[config.mk]
export PLATFORM = sky130hd
export DESIGN_NAME = ac97_link_ctrl
export DESIGN_NICKNAME = d
export VERILOG_FILES = /design/src/rtl/ac97_link_pkg.sv /design/src/rtl/ac97_link_ctl.sv /design/src/rtl/ac97_link_dp.sv /design/src/rtl/ac97_link_ctrl.sv
export SDC_FILE = /design/constraint.sdc
export NUM_CORES = 1
export LEC_CHECK = 0
export BUFFER_PORTS_ARGS = -buffer_cell sky130_fd_sc_hd__buf_2
export CORE_MARGIN = 2
export CORE_UTILIZATION = 59
export DETAILED_ROUTE_END_ITERATION = 16
export PLACE_DENSITY = 0.79
export SETUP_SLACK_MARGIN = 0.3
export SYNTH_ARGS = -nofsm -noshare
export SYNTH_HDL_FRONTEND = slang
export SYNTH_SLANG_ARGS = --single-unit
[constraint.sdc]
create_clock -name bitClk -period 2.45 [get_ports bitClk]
set_input_delay 0.3675 -clock bitClk [delete_from_list [all_inputs] [get_ports bitClk]]
set_output_delay 0.3675 -clock bitClk [all_outputs]
set_load 0.01 [all_outputs]
[src/rtl/ac97_link_pkg.sv]
package ac97_link_pkg;

  // Control-to-datapath strobes
  typedef struct packed {
    logic running;    // link active, frames in progress
    logic loadFrame;  // latch next frame's outgoing content
    logic grabTag;    // incoming tag slot complete
    logic grabLeft;   // incoming slot 3 complete
    logic grabRight;  // incoming slot 4 complete
  } linkStrobe_t;

endpackage

[src/rtl/ac97_link_ctl.sv]
module ac97_link_ctl
  import ac97_link_pkg::*;
#(
  parameter int FRAME_BITS  = 256,
  parameter int TAG_BITS    = 16,
  parameter int SLOT_BITS   = 20,
  parameter int COLD_CYCLES = 16,
  parameter int POS_W       = 8
) (
  input  logic             bitClk,
  input  logic             rstN,
  output logic [POS_W-1:0] bitPos,
  output logic             syncOut,
  output logic             codecResetN,
  output linkStrobe_t      strobe
);

  localparam int HOLD_W = $clog2(COLD_CYCLES + 1);
  localparam logic [HOLD_W-1:0] HOLD_DONE = HOLD_W'(COLD_CYCLES);
  localparam logic [POS_W-1:0] LAST_POS  = POS_W'(FRAME_BITS - 1);
  localparam logic [POS_W-1:0] TAG_END   = POS_W'(TAG_BITS - 1);
  localparam logic [POS_W-1:0] LEFT_END  = POS_W'(TAG_BITS + 3 * SLOT_BITS - 1);
  localparam logic [POS_W-1:0] RIGHT_END = POS_W'(TAG_BITS + 4 * SLOT_BITS - 1);
  localparam logic [POS_W-1:0] TAG_LEN   = POS_W'(TAG_BITS);

  logic [HOLD_W-1:0] holdCnt;
  logic running;

  always_ff @(posedge bitClk or negedge rstN) begin
    if (!rstN) begin
      holdCnt <= '0;
    end else if (holdCnt != HOLD_DONE) begin
      holdCnt <= holdCnt + 1'b1;
    end
  end

  assign running     = (holdCnt == HOLD_DONE);
  assign codecResetN = running;

  always_ff @(posedge bitClk or negedge rstN) begin
    if (!rstN) begin
      bitPos <= '0;
    end else if (!running || bitPos == LAST_POS) begin
      bitPos <= '0;
    end else begin
      bitPos <= bitPos + 1'b1;
    end
  end

  assign syncOut = running && (bitPos < TAG_LEN);

  always_comb begin
    strobe.running   = running;
    strobe.loadFrame = !running || (bitPos == LAST_POS);
    strobe.grabTag   = running && (bitPos == TAG_END);
    strobe.grabLeft  = running && (bitPos == LEFT_END);
    strobe.grabRight = running && (bitPos == RIGHT_END);
  end

endmodule

[src/rtl/ac97_link_dp.sv]
module ac97_link_dp
  import ac97_link_pkg::*;
#(
  parameter int FRAME_BITS = 256,
  parameter int TAG_BITS   = 16,
  parameter int SLOT_BITS  = 20,
  parameter int STORE_W    = 8,
  parameter int CMD_ADDR_W = 7,
  parameter int CMD_DATA_W = 16,
  parameter int POS_W      = 8
) (
  input  logic                  bitClk,
  input  logic                  rstN,
  input  linkStrobe_t           strobe,
  input  logic [POS_W-1:0]      bitPos,
  input  logic                  sdataIn,
  output logic                  sdataOut,
  input  logic [STORE_W-1:0]    playSample,
  input  logic                  cmdValid,
  input  logic [CMD_ADDR_W-1:0] cmdAddr,
  input  logic [CMD_DATA_W-1:0] cmdData,
  output logic [STORE_W-1:0]    recSample,
  output logic                  sampleReady
);

  localparam int S1_MSB = FRAME_BITS - 1 - TAG_BITS;
  localparam int S2_MSB = S1_MSB - SLOT_BITS;
  localparam int S3_MSB = S2_MSB - SLOT_BITS;
  localparam int S4_MSB = S3_MSB - SLOT_BITS;
  localparam int LEFT_OK  = TAG_BITS - 4;
  localparam int RIGHT_OK = TAG_BITS - 5;
  localparam logic [POS_W-1:0] LAST_POS = POS_W'(FRAME_BITS - 1);

  // Outgoing frame content, latched at the frame boundary
  logic [STORE_W-1:0]    playLat;
  logic                  cmdLat;
  logic [CMD_ADDR_W-1:0] addrLat;
  logic [CMD_DATA_W-1:0] dataLat;

  always_ff @(posedge bitClk or negedge rstN) begin
    if (!rstN) begin
      playLat <= '0;
      cmdLat  <= 1'b0;
      addrLat <= '0;
      dataLat <= '0;
    end else if (strobe.loadFrame) begin
      playLat <= playSample;
      cmdLat  <= cmdValid;
      addrLat <= cmdAddr;
      dataLat <= cmdData;
    end
  end

  logic [TAG_BITS-1:0]   tagWord;
  logic [SLOT_BITS-1:0]  cmdAddrSlot, cmdDataSlot, pcmSlot;
  logic [FRAME_BITS-1:0] frameWord;

  always_comb begin
    tagWord = '0;
    tagWord[TAG_BITS-1] = 1'b1;
    tagWord[TAG_BITS-2] = cmdLat;
    tagWord[TAG_BITS-3] = cmdLat;
    tagWord[LEFT_OK]    = 1'b1;
    tagWord[RIGHT_OK]   = 1'b1;
    cmdAddrSlot = cmdLat ? (SLOT_BITS'(addrLat) << (SLOT_BITS - 1 - CMD_ADDR_W)) : '0;
    cmdDataSlot = cmdLat ? (SLOT_BITS'(dataLat) << (SLOT_BITS - CMD_DATA_W)) : '0;
    pcmSlot     = SLOT_BITS'(playLat) << (SLOT_BITS - STORE_W);
    frameWord = '0;
    frameWord[FRAME_BITS-1 -: TAG_BITS] = tagWord;
    frameWord[S1_MSB -: SLOT_BITS] = cmdAddrSlot;
    frameWord[S2_MSB -: SLOT_BITS] = cmdDataSlot;
    frameWord[S3_MSB -: SLOT_BITS] = pcmSlot;
    frameWord[S4_MSB -: SLOT_BITS] = pcmSlot;
  end

  assign sdataOut = strobe.running ? frameWord[LAST_POS - bitPos] : 1'b0;

  // Incoming path: sample on falling edge, shift on rising edge
  logic inBitNeg;
  always_ff @(negedge bitClk or negedge rstN) begin
    if (!rstN) inBitNeg <= 1'b0;
    else       inBitNeg <= sdataIn;
  end

  logic [SLOT_BITS-2:0] inShift;
  logic [SLOT_BITS-1:0] slotWord;
  assign slotWord = {inShift, inBitNeg};

  always_ff @(posedge bitClk or negedge rstN) begin
    if (!rstN)               inShift <= '0;
    else if (strobe.running) inShift <= slotWord[SLOT_BITS-2:0];
  end

  logic [TAG_BITS-1:0]  inTag;
  logic [SLOT_BITS-1:0] leftHold;
  logic signed [SLOT_BITS:0] sumLR;

  assign sumLR = $signed({leftHold[SLOT_BITS-1], leftHold}) +
                 $signed({slotWord[SLOT_BITS-1], slotWord});

  always_ff @(posedge bitClk or negedge rstN) begin
    if (!rstN) begin
      inTag       <= '0;
      leftHold    <= '0;
      recSample   <= '0;
      sampleReady <= 1'b0;
    end else begin
      sampleReady <= 1'b0;
      if (strobe.grabTag)  inTag    <= slotWord[TAG_BITS-1:0];
      if (strobe.grabLeft) leftHold <= slotWord;
      if (strobe.grabRight && inTag[LEFT_OK] && inTag[RIGHT_OK]) begin
        recSample   <= sumLR[SLOT_BITS -: STORE_W];
        sampleReady <= 1'b1;
      end
    end
  end

endmodule

[src/rtl/ac97_link_ctrl.sv]
module ac97_link_ctrl
  import ac97_link_pkg::*;
#(
  parameter int FRAME_BITS  = 256,
  parameter int TAG_BITS    = 16,
  parameter int SLOT_BITS   = 20,
  parameter int STORE_W     = 8,
  parameter int CMD_ADDR_W  = 7,
  parameter int CMD_DATA_W  = 16,
  parameter int COLD_CYCLES = 16
) (
  input  logic                  bitClk,
  input  logic                  rstN,
  output logic                  codecResetN,
  output logic                  syncOut,
  output logic                  sdataOut,
  input  logic                  sdataIn,
  input  logic [STORE_W-1:0]    playSample,
  input  logic                  cmdValid,
  input  logic [CMD_ADDR_W-1:0] cmdAddr,
  input  logic [CMD_DATA_W-1:0] cmdData,
  output logic [STORE_W-1:0]    recSample,
  output logic                  sampleReady
);

  localparam int POS_W = $clog2(FRAME_BITS);

  linkStrobe_t      strobe;
  logic [POS_W-1:0] bitPos;

  ac97_link_ctl #(
    .FRAME_BITS(FRAME_BITS), .TAG_BITS(TAG_BITS), .SLOT_BITS(SLOT_BITS),
    .COLD_CYCLES(COLD_CYCLES), .POS_W(POS_W)
  ) ctl_i (
    .bitClk(bitClk), .rstN(rstN), .bitPos(bitPos), .syncOut(syncOut),
    .codecResetN(codecResetN), .strobe(strobe)
  );

  ac97_link_dp #(
    .FRAME_BITS(FRAME_BITS), .TAG_BITS(TAG_BITS), .SLOT_BITS(SLOT_BITS),
    .STORE_W(STORE_W), .CMD_ADDR_W(CMD_ADDR_W), .CMD_DATA_W(CMD_DATA_W),
    .POS_W(POS_W)
  ) dp_i (
    .bitClk(bitClk), .rstN(rstN), .strobe(strobe), .bitPos(bitPos),
    .sdataIn(sdataIn), .sdataOut(sdataOut), .playSample(playSample),
    .cmdValid(cmdValid), .cmdAddr(cmdAddr), .cmdData(cmdData),
    .recSample(recSample), .sampleReady(sampleReady)
  );

endmodule

======== Word level (Yosys, flattened, before mapping) ========
Cells that the tools add are included.
storage, ports and cells
  bits in registers ....................... 107
  bits of input ports ..................... 35
  output and inout port bits .............. 12
cells by class
  add/sub/neg operators ................... 4
  order comparisons ....................... 2
  equal/unequal tests ..................... 6
  multiplexer cells ....................... 7
  reductions and logical operators ........ 8
operator list
  operator               number
  $add A20 B20 Y21       1
  $mux W20               1
  $mux W19               1
  $eq A8 B7 Y1 const B   2
  $lt A8 B9 Y1 const B   1
  $add A8 B1 Y8 const B  1
  $bmux W1 S8            1
  $eq A8 B4 Y1 const B   1
  $eq A8 B8 Y1 const B   1
  $lt A8 B5 Y1 const B   1
  $mux W8                1
  $sub A8 B8 Y8 const A  1
  $logic_and A1 B1 Y1    6
  $add A5 B1 Y5 const B  1
  $eq A5 B5 Y1 const B   1
  $ne A5 B5 Y1 const B   1
  $mux W1                3
  $logic_not A1 Y1       1
  $logic_or A1 B1 Y1     1

======== Longest topological paths before layout ========
Gate-level depths: netlist of run 1.
  depth in word-level cells ............... 5
  mapped depth ............................ 10
  gate-level depth less buffers ........... 8

======== Modules after synthesis ========
A second synthesis of run 1 with hierarchy kept.
unflattened totals
  cell total of the unflattened synthesis .. 378
  area, all modules ....................... 4814.6 um2
modules (own cells, without submodules)
  module         instances  cells an instance  area each (um2)  sequential area each (um2)
  ac97_link_dp   1          312                4139.0           2077.0
  ac97_link_ctl  1          66                 675.6            325.3

==> results of run 1 <==
-- critical path, cell delays in order (launching register included) --
cell and delay, ps:
dfrtn_1 410, nand4_1 150, a21oi_2 200, o21ai_2 80, a211o_1 280, and3b_1 180, o31ai_2 180
-- routing by layer --
layer  track usage, %  up-vias  wire length [um]
met5                0        -                 0
met4             6.31        0               222
met3             3.37       25               453
met2             40.1      102              5280
met1             28.1     1768              4460
li1                 -     1717                 -
-- Yosys cell counts (3+ instances only) --
cell type,count
dfrtp_1,95
nand2_1,86
mux2_1,51
a21oi_1,25
ha_1,23
nor2_1,20
inv_1,12
nand3_1,10
xnor2_1,10
clkbuf_1,9
o21ai_0,9
buf_2,7
mux4_2,7
nand4_1,7
nor3_1,5
o21ai_1,5
xor2_1,5
and3_1,4
mux2_2,4
a211oi_1,3
buf_4,3
nand3b_1,3
-- timing repair --
| item | in CTS | in global routing |
|---|---|---|
| pin swaps | 14 | 12 |
| hold buffers | 1 | 0 |
| gates resized for setup | 15 | 42 |
| cloned | 0 | 3 |
| endpoints found under the setup margin | 59 | 52 |
| buffers inserted | 3 | 7 |
| endpoints found under the hold margin | 23 | 0 |
-- stage by stage --
stage               instances  util (%)
floorplan                 452         -
global placement          595      65.4
detailed placement        595      65.4
CTS                       614      69.2
global route              624      72.9
finish                    624      72.9
-- layout make-up --
cell class / count / area (sq um) / share of cell area [%]
clock buffer: 12 / 135 / 2.27
timing repair buffer: 75 / 587 / 9.85
sequential: 96 / 2400 / 40.4
inverter: 13 / 53.8 / 0.903
multi-input combinational: 320 / 2580 / 43.3
tap: 105 / 131 / 2.20
clock inverter: 3 / 67.6 / 1.13
-- worst max-delay path by stage --
stage               slack [ps]     startpoint           endpoint
floorplan                 -280  dp_i.inBitNeg  dp_i.recSample[7]
global placement          -310  dp_i.inBitNeg  dp_i.recSample[6]
detailed placement        -460  dp_i.inBitNeg  dp_i.recSample[6]
CTS                       -370  dp_i.inBitNeg  dp_i.recSample[6]
global route              -460  dp_i.inBitNeg  dp_i.recSample[6]
finish                    -320  dp_i.inBitNeg  dp_i.recSample[6]
-- kinds of logic (layout without fill, tap and decap cells) --
kind of cell	Yosys count	after routing
buffers and inverters	36	103
AND/OR/NAND/NOR	154	154
AO/OA/AOI/OAI	64	64
adder cells (fa/ha/maj)	23	23
flip-flops	96	96
XOR/XNOR	15	15
multiplexers	64	64
-- power by group through the flow --
stage / clock, mW / combinational, mW / sequential (mW)
global route: 1.19 / 0.194 / 1.67
floorplan: 0 / 0.0898 / 1.68
global placement: 0 / 0.158 / 1.69
CTS: 1.11 / 0.169 / 1.66
finish: 1.10 / 0.171 / 1.66
detailed placement: 0 / 0.165 / 1.69
-- registers in the layout, indices dropped and copies added, names as in the netlist, 2 cells and up --
signal / cells
dp_i.inTag: 2
dp_i.addrLat: 7
dp_i.leftHold: 20
dp_i.recSample: 8
dp_i.dataLat: 16
dp_i.playLat: 8
ctl_i.bitPos: 8
ctl_i.holdCnt: 5
dp_i.inShift: 19
-- cell usage in the layout (no fill, tap or decap), types with 4 or more instances in the layout --
master and instances:
a21oi_1 20, a21oi_2 5, and3_1 4, buf_12 5, buf_2 45, buf_4 16, buf_6 5, clkbuf_8 9
dfrtp_1 93, ha_1 21, inv_1 10, mux2_1 32, mux2_4 20, mux4_2 7, nand2_1 85, nand3_1 9
nand4_1 7, nor2_1 18, nor3_1 4, o21ai_0 9, o21ai_1 4, xnor2_1 8, xor2_1 5
==> results.sh, run 1 <==
export IMPL_path_max_fanout=2
export IMPL_worstMarginPinSlew_ps=877
export IMPL_grt_max_degree=73
export IMPL_start_util_pct=60.7
export IMPL_setup_slack_ps=-319
export IMPL_placedInstanceArea_sq_um=5340
export IMPL_clock_skew_ps=21.3
export IMPL_drt_initial_drc_count=205
export IMPL_coreArea_sq_um=8180
export IMPL_cts_root_buf="clkbuf_8"
export IMPL_totalNegativeSetupSlack_ps=-2090
export IMPL_min_to="dp_i.playLat[4]"
export IMPL_p_total_mw=2.93
export IMPL_fp_dieH_um=95.7
export IMPL_cts_buffers=9
export IMPL_vias=3612
export IMPL_hold_path_class="in2reg"
export IMPL_yosysWarningCount=0
export IMPL_gp_congestion=0.895
export IMPL_r2r_end="dp_i.recSample[6]"
export IMPL_drt_vias_per_instance=5.79
export IMPL_yosys_area_share_simple_pct=14.9
export IMPL_cts_tree="done"
export IMPL_clkSinkCount=96
export IMPL_hp_start="playSample[4]"
export IMPL_p_sw_share_pct=22.3
export IMPL_synth_seq_cells=96
export IMPL_ys_seq_area_share_pct=48.4
export IMPL_crit_arrival_ps=3040
export IMPL_cts_reportedPaths_clkPinSlew_ps=90
export IMPL_fill_cells=570
export IMPL_ant_nets=0
export IMPL_synth_xor_area_share_pct=2.65
export IMPL_yosys_area_top_type="dfrtp_1"
export IMPL_power_frac_comb_pct=5.8
export IMPL_synth_net_count=510
export IMPL_p_leak_nw=2.81
export IMPL_routed_wl_mm=10.4
export IMPL_layout_nets=573
export IMPL_htree_levels=3
export IMPL_post_dp_hpwl_mm=6.78
export IMPL_grt_first_pass_wirelength_mm=16.1
export IMPL_drc=0
export IMPL_post_place_ws_ps=-458
export IMPL_area_delta_synth_final_pct=20.1
export IMPL_grt_pass1_vias=3585
export IMPL_timing_rr_start="dp_i.inBitNeg"
export IMPL_portBuffers=46
export IMPL_row_count=33
export IMPL_synth_area_leaders="dfrtp_1 (48%), mux2_1 (12%), nand2_1 (6.5%)"
export IMPL_crit_path_start_kind="register"
export IMPL_whs_ps=222
export IMPL_rsz0062_at_grt="yes"
export IMPL_cp_end_kind="register"
export IMPL_finalHoldViolCount=0
export IMPL_netlist_area_leader_share_pct=47.9
export IMPL_finalSetupViolCount=9
export IMPL_syn_area_sq_um=4960
export IMPL_seq_power_share_pct=56.7
export IMPL_ys_flop_type="dfrtp_1"
export IMPL_dr_pass1_iters=6
export IMPL_r2r_slack_ps=-320
export IMPL_async_reset_ff_share_pct=100
export IMPL_slew_violations=0
export IMPL_grt_total_usage_pct=22.4
export IMPL_p_clk_share_pct=37.4
export IMPL_maxCapViolations=0
export IMPL_power_internal_mw=2.28
export IMPL_wl_per_cell_um=16.7
export IMPL_fp_dieW_um=95.7
export IMPL_grt_antenna_before_repair=0
export IMPL_required_ps=2720
export IMPL_synth_distinct_cells=63
export IMPL_status="finished, violations left"
export IMPL_clk_latency_ps=360
export IMPL_io_pins=47
export IMPL_crit_type="reg2reg"
export IMPL_grt_overflow_total=0
export IMPL_slew_headroom_pct=41.5
export IMPL_final_area_sq_um=5960
export IMPL_die_area_sq_um=9160
export IMPL_synthMuxAreaShare_pct=16.1
export IMPL_hold_depth=2
export IMPL_synth_adder_area_share_pct=5.80
export IMPL_num_antenna_cells=0
export IMPL_ir_drop_mv=0.328
export IMPL_syn_area_per_cell_sq_um=11.0
export IMPL_synth_top_family_by_area="multiplexers"
export IMPL_violations="negative setup slack"
export IMPL_drive_gt1_share_pct=28.9
export IMPL_synth_compound_area_share_pct=8.58
export IMPL_p_per_area_nw_per_um2=492
export IMPL_power_switching_uw=653
export IMPL_reg2reg_depth=6
export IMPL_synth_cells=452
export IMPL_synth_edff_count=0
export IMPL_cts_max_path_buffers=2
Power figures use the tool's default switching activity.
==> inputs of run 2 (changes only) <==
--- a/config.mk
+++ b/config.mk
@@ -9,6 +9,7 @@
 export CORE_MARGIN = 2
 export CORE_UTILIZATION = 59
 export DETAILED_ROUTE_END_ITERATION = 16
+export GPL_TIMING_DRIVEN = 0
 export PLACE_DENSITY = 0.79
 export SETUP_SLACK_MARGIN = 0.3
 export SYNTH_ARGS = -nofsm -noshare
==> results.sh, run 2 (same netlist as run 1, synthesis figures left out) <==
export IMPL_largest_register_ffs=20
export IMPL_crit_buf_inv=0
export IMPL_maxCapViolations=0
export IMPL_drt_initial_drc_count=172
export IMPL_cp_end_kind="register"
export IMPL_slew_headroom_pct=36.0
export IMPL_crit_type="reg2reg"
export IMPL_dr_pass1_iters=4
export IMPL_final_area_sq_um=6050
export IMPL_path_max_fanout=2
export IMPL_whs_ps=-10.5
export IMPL_clk_latency_ps=370
export IMPL_layout_commonest_cell="dfrtp_1"
export IMPL_grt_max_degree=75
export IMPL_placedInstanceArea_sq_um=5360
export IMPL_row_count=33
export IMPL_required_ps=2730
export IMPL_drc=0
export IMPL_cts_root_buf="clkbuf_8"
export IMPL_path_cells="nand4_1 > a21oi_2 > o311a_1 > a21bo_1 > and4_1 > o31ai_1"
export IMPL_htree_levels=3
export IMPL_cts_max_path_buffers=2
export IMPL_p_per_area_nw_per_um2=497
export IMPL_portBuffers=46
export IMPL_cpLargestDelayFamily="compound AO/OA/AOI/OAI gates"
export IMPL_setup_slack_ps=-380
export IMPL_fill_cells=549
export IMPL_p_leak_nw=2.88
export IMPL_grt_overflow_total=0
export IMPL_r2r_slack_ps=-380
export IMPL_start_util_pct=60.7
export IMPL_wl_per_cell_um=16.8
export IMPL_cts_buffers=9
export IMPL_top_regs="dp_i.leftHold x20, dp_i.inShift x19, dp_i.dataLat x16"
export IMPL_cts_reportedPaths_clkPinSlew_ps=100
export IMPL_fp_dieW_um=95.7
export IMPL_slowest_delay_ps=360
export IMPL_finalSetupViolCount=9
export IMPL_clkSinkCount=96
export IMPL_most_common_layout_cells="dfrtp_1 (95), nand2_1 (85), buf_2 (46)"
export IMPL_grt_first_pass_wirelength_mm=16.9
export IMPL_crit_slowest_cell="dfrtn_1"
export IMPL_ir_drop_mv=0.359
export IMPL_rsz0062_at_grt="yes"
export IMPL_drt_vias_per_instance=5.75
export IMPL_grt_antenna_before_repair=0
export IMPL_io_pins=47
export IMPL_layout_nets=593
export IMPL_drive_gt1_share_pct=30.0
export IMPL_num_antenna_cells=0
export IMPL_grt_total_usage_pct=24.0
export IMPL_largest_register="dp_i.leftHold"
export IMPL_worstMarginPinSlew_ps=957
export IMPL_post_dp_hpwl_mm=7.15
export IMPL_cts_tree="done"
export IMPL_area_delta_synth_final_pct=21.9
export IMPL_coreArea_sq_um=8180
export IMPL_status="finished, violations left"
export IMPL_fp_dieH_um=95.7
export IMPL_slew_violations=0
export IMPL_finalHoldViolCount=8
export IMPL_hold_path_class="in2async"
export IMPL_crit_path_start_kind="register"
export IMPL_grt_pass1_vias=3656
export IMPL_clock_skew_ps=27.6
export IMPL_ant_nets=0
export IMPL_crit_arrival_ps=3110
export IMPL_gp_congestion=0.871
export IMPL_routed_wl_mm=10.8
export IMPL_violations="negative hold slack, negative setup slack"
export IMPL_vias=3708
export IMPL_die_area_sq_um=9160
## run 2: changes by cell type in the layout (fill, tap and decap cells not counted), sizes merged
cell,before,now
clkinvlp,1,2
nand2,87,88
buf,71,81
clkinv,1,2
clkbuf,15,23
## run 2: per-layer routing
layer | part of all wire, % | track usage, % | vias up
met5 | 0 | 0 | -
met4 | 2.3 | 7.02 | 0
met3 | 4.3 | 4.54 | 20
met2 | 52 | 42.4 | 111
met1 | 41 | 30.0 | 1820
li1 | - | - | 1757
## run 2: layout make-up
type / instances / area, sq um / share of cell area [%]
plain buffers: 23 / 185 / 3.06
clock buffers: 11 / 141 / 2.34
clock inverters: 5 / 80.1 / 1.32
inverters: 13 / 61.3 / 1.01
multi-input cells: 321 / 2560 / 42.3
flip-flops and latches: 96 / 2400 / 39.7
well taps: 105 / 131 / 2.17
repair buffers: 71 / 485 / 8.03
## run 2: worst paths after layout
kind	end	start	depth (start not counted)
worst max register to register	dp_i.recSample[7]	dp_i.inBitNeg	6
min in group bitClk	dp_i.addrLat[1]	cmdAddr[1]	2
worst min-delay path	dp_i.inShift[3]	rstN	2
worst min register to register	dp_i.playLat[4]	dp_i.playLat[4]	1
worst max-delay path	dp_i.recSample[7]	dp_i.inBitNeg	6
max in group asynchronous	dp_i.inBitNeg	rstN	2
## run 2: per-stage QoR
stage | TNS [ps] | setup slack [ps] | power, mW | std cells | utilization [%]
finish | -2510 | -380 | 3.00 | 645 | 74.0
global route | -2990 | -435 | 3.12 | 645 | 74.0
CTS | -2440 | -393 | 3.02 | 628 | 70.0
detailed placement | -2720 | -448 | 1.87 | 604 | 65.5
global placement | -3440 | -967 | 1.85 | 603 | 65.2
floorplan | -1040 | -280 | 1.77 | 452 | -
## run 2: power by group
group / switching [mW] / leakage (nW) / internal (mW) / total (mW)
logic: 0.0943 / 1.58 / 0.0802 / 0.175
registers: 0.0348 / 1.20 / 1.63 / 1.66
clock network: 0.564 / 0.106 / 0.602 / 1.17
total: 0.693 / 2.88 / 2.31 / 3.00
## run 2: timing repair
action	4_1_cts	5_1_grt
hold buffers	1	0
cloned	0	3
buffers inserted	7	14
hold endpoints to repair	22	0
gates resized for setup	25	45
pin swaps	10	12
setup endpoints to repair	37	56
==> inputs of run 3 (changes only) <==
--- a/config.mk
+++ b/config.mk
@@ -6,11 +6,13 @@
 export NUM_CORES = 1
 export LEC_CHECK = 0
 export BUFFER_PORTS_ARGS = -buffer_cell sky130_fd_sc_hd__buf_2
+export CELL_PAD_IN_SITES_DETAIL_PLACEMENT = 1
+export CELL_PAD_IN_SITES_GLOBAL_PLACEMENT = 2
 export CORE_MARGIN = 2
-export CORE_UTILIZATION = 59
+export CORE_UTILIZATION = 39
 export DETAILED_ROUTE_END_ITERATION = 16
 export GPL_TIMING_DRIVEN = 0
-export PLACE_DENSITY = 0.79
+export PLACE_DENSITY = 0.83
 export SETUP_SLACK_MARGIN = 0.3
 export SYNTH_ARGS = -nofsm -noshare
 export SYNTH_HDL_FRONTEND = slang
==> results.sh, run 3 (same netlist as run 1, synthesis figures left out) <==
export IMPL_cts_buffers=9
export IMPL_crit_path_start_kind="register"
export IMPL_slew_violations=0
export IMPL_drt_initial_drc_count=114
export IMPL_layout_nets=591
export IMPL_fp_dieW_um=117
export IMPL_num_antenna_cells=0
export IMPL_ir_drop_mv=0.275
export IMPL_p_per_area_nw_per_um2=521
export IMPL_fill_cells=1395
export IMPL_htree_levels=3
export IMPL_path_cells="nand4_1 > a21oi_2 > o21ai_2 > a211o_1 > and3b_1 > o31ai_2"
export IMPL_cp_end_kind="register"
export IMPL_finalSetupViolCount=9
export IMPL_finalHoldViolCount=0
export IMPL_slowest_delay_ps=400
export IMPL_slew_headroom_pct=64.1
export IMPL_gp_congestion=0.853
export IMPL_drive_gt1_share_pct=29.4
export IMPL_setup_slack_ps=-361
export IMPL_coreArea_sq_um=12500
export IMPL_clk_latency_ps=360
export IMPL_status="finished, violations left"
export IMPL_placedInstanceArea_sq_um=5440
export IMPL_grt_first_pass_wirelength_mm=20.0
export IMPL_clock_skew_ps=10.1
export IMPL_cts_max_path_buffers=2
export IMPL_cpLargestDelayFamily="compound AO/OA/AOI/OAI gates"
export IMPL_dr_pass1_iters=4
export IMPL_p_leak_nw=2.90
export IMPL_crit_arrival_ps=3080
export IMPL_io_pins=47
export IMPL_die_area_sq_um=13600
export IMPL_largest_register="dp_i.leftHold"
export IMPL_cts_tree="done"
export IMPL_routed_wl_mm=12.2
export IMPL_ant_nets=0
export IMPL_rsz0062_at_grt="yes"
export IMPL_portBuffers=46
export IMPL_crit_type="reg2reg"
export IMPL_clkSinkCount=96
export IMPL_required_ps=2720
export IMPL_grt_pass1_vias=3989
export IMPL_grt_max_degree=71
export IMPL_final_area_sq_um=6180
export IMPL_maxCapViolations=0
export IMPL_top_regs="dp_i.leftHold x20, dp_i.inShift x19, dp_i.dataLat x16"
export IMPL_worstMarginPinSlew_ps=538
export IMPL_area_delta_synth_final_pct=24.7
export IMPL_layout_commonest_cell="dfrtp_1"
export IMPL_grt_antenna_before_repair=0
export IMPL_crit_buf_inv=0
export IMPL_start_util_pct=39.6
export IMPL_vias=3711
export IMPL_row_count=41
export IMPL_wl_per_cell_um=17.2
export IMPL_cts_root_buf="clkbuf_16"
export IMPL_most_common_layout_cells="dfrtp_1 (95), nand2_1 (86), buf_2 (46)"
export IMPL_grt_total_usage_pct=19.2
export IMPL_drc=0
export IMPL_violations="negative setup slack"
export IMPL_hold_path_class="in2reg"
export IMPL_drt_vias_per_instance=5.23
export IMPL_final_util_pct=49.4
export IMPL_crit_slowest_cell="dfrtn_1"
export IMPL_post_dp_hpwl_mm=8.40
export IMPL_path_max_fanout=2
export IMPL_fp_dieH_um=117
export IMPL_largest_register_ffs=20
export IMPL_cts_reportedPaths_clkPinSlew_ps=70
export IMPL_grt_overflow_total=0
## run 3: path summary, 6_finish.rpt
path / from / endpoint / slack (ps) / cells after the start
worst max-delay path: dp_i.inBitNeg / dp_i.recSample[6] / -360 / 6
worst min-delay path: cmdAddr[6] / dp_i.addrLat[6] / 220 / 2
worst max register to register: dp_i.inBitNeg / dp_i.recSample[6] / -360 / 6
worst min register to register: ctl_i.holdCnt[4] / ctl_i.holdCnt[4] / 480 / 1
max in group asynchronous: rstN / dp_i.inBitNeg / 440 / 3
min in group asynchronous: rstN / dp_i.leftHold[5] / 520 / 3
## run 3: worst reg2reg max path: stages, from the launching register on
cell and delay (ps):
dfrtn_1 400, nand4_1 170, a21oi_2 200, o21ai_2 100
a211o_1 300, and3b_1 180, o31ai_2 160
## run 3: metrics by stage
stage | instances | power, mW | setup WS [ps] | setup TNS, ps | hold slack [ps]
final | 710 | 3.22 | -361 | -2390 | 221
after global routing | 710 | 3.35 | -469 | -3410 | 226
after CTS | 699 | 3.27 | -429 | -2730 | 209
after detailed placement | 671 | 1.87 | -491 | -2920 | 313
after global placement | 670 | 1.85 | -1060 | -3820 | 462
after floorplan | 452 | 1.77 | -280 | -1040 | 71.9
## run 3: report_power, final
part / switching (mW) / internal (mW)
clock: 0.658 / 0.718
combinational: 0.0983 / 0.0842
sequential: 0.0348 / 1.63
## run 3: final cells by class
type / instances / area [sq um] / share of cell area [%]
repair buffers: 70 / 492 / 7.95
clock buffers: 10 / 239 / 3.86
clock inverters: 6 / 45.0 / 0.728
flip-flops and latches: 96 / 2400 / 38.8
plain buffers: 23 / 200 / 3.24
inverters: 13 / 53.8 / 0.870
well taps: 172 / 215 / 3.48
multi-input cells: 320 / 2540 / 41.0
## run 3: routing by layer
| metal | wire length [um] | track usage, % |
|---|---|---|
| met1 | 5160 | 22.4 |
| met2 | 6460 | 34.9 |
| met3 | 408 | 4.27 |
| met4 | 207 | 6.82 |
| met5 | 0 | 0 |
## run 3: timing repair
action                                  4_1_cts  5_1_grt
cloned                                        2        0
endpoints found under the setup margin       48       56
setup buffers                                 8       11
endpoints found under the hold margin        26        0
hold buffers                                  2        0
resized for setup                            40       27
pin swaps                                     8        5
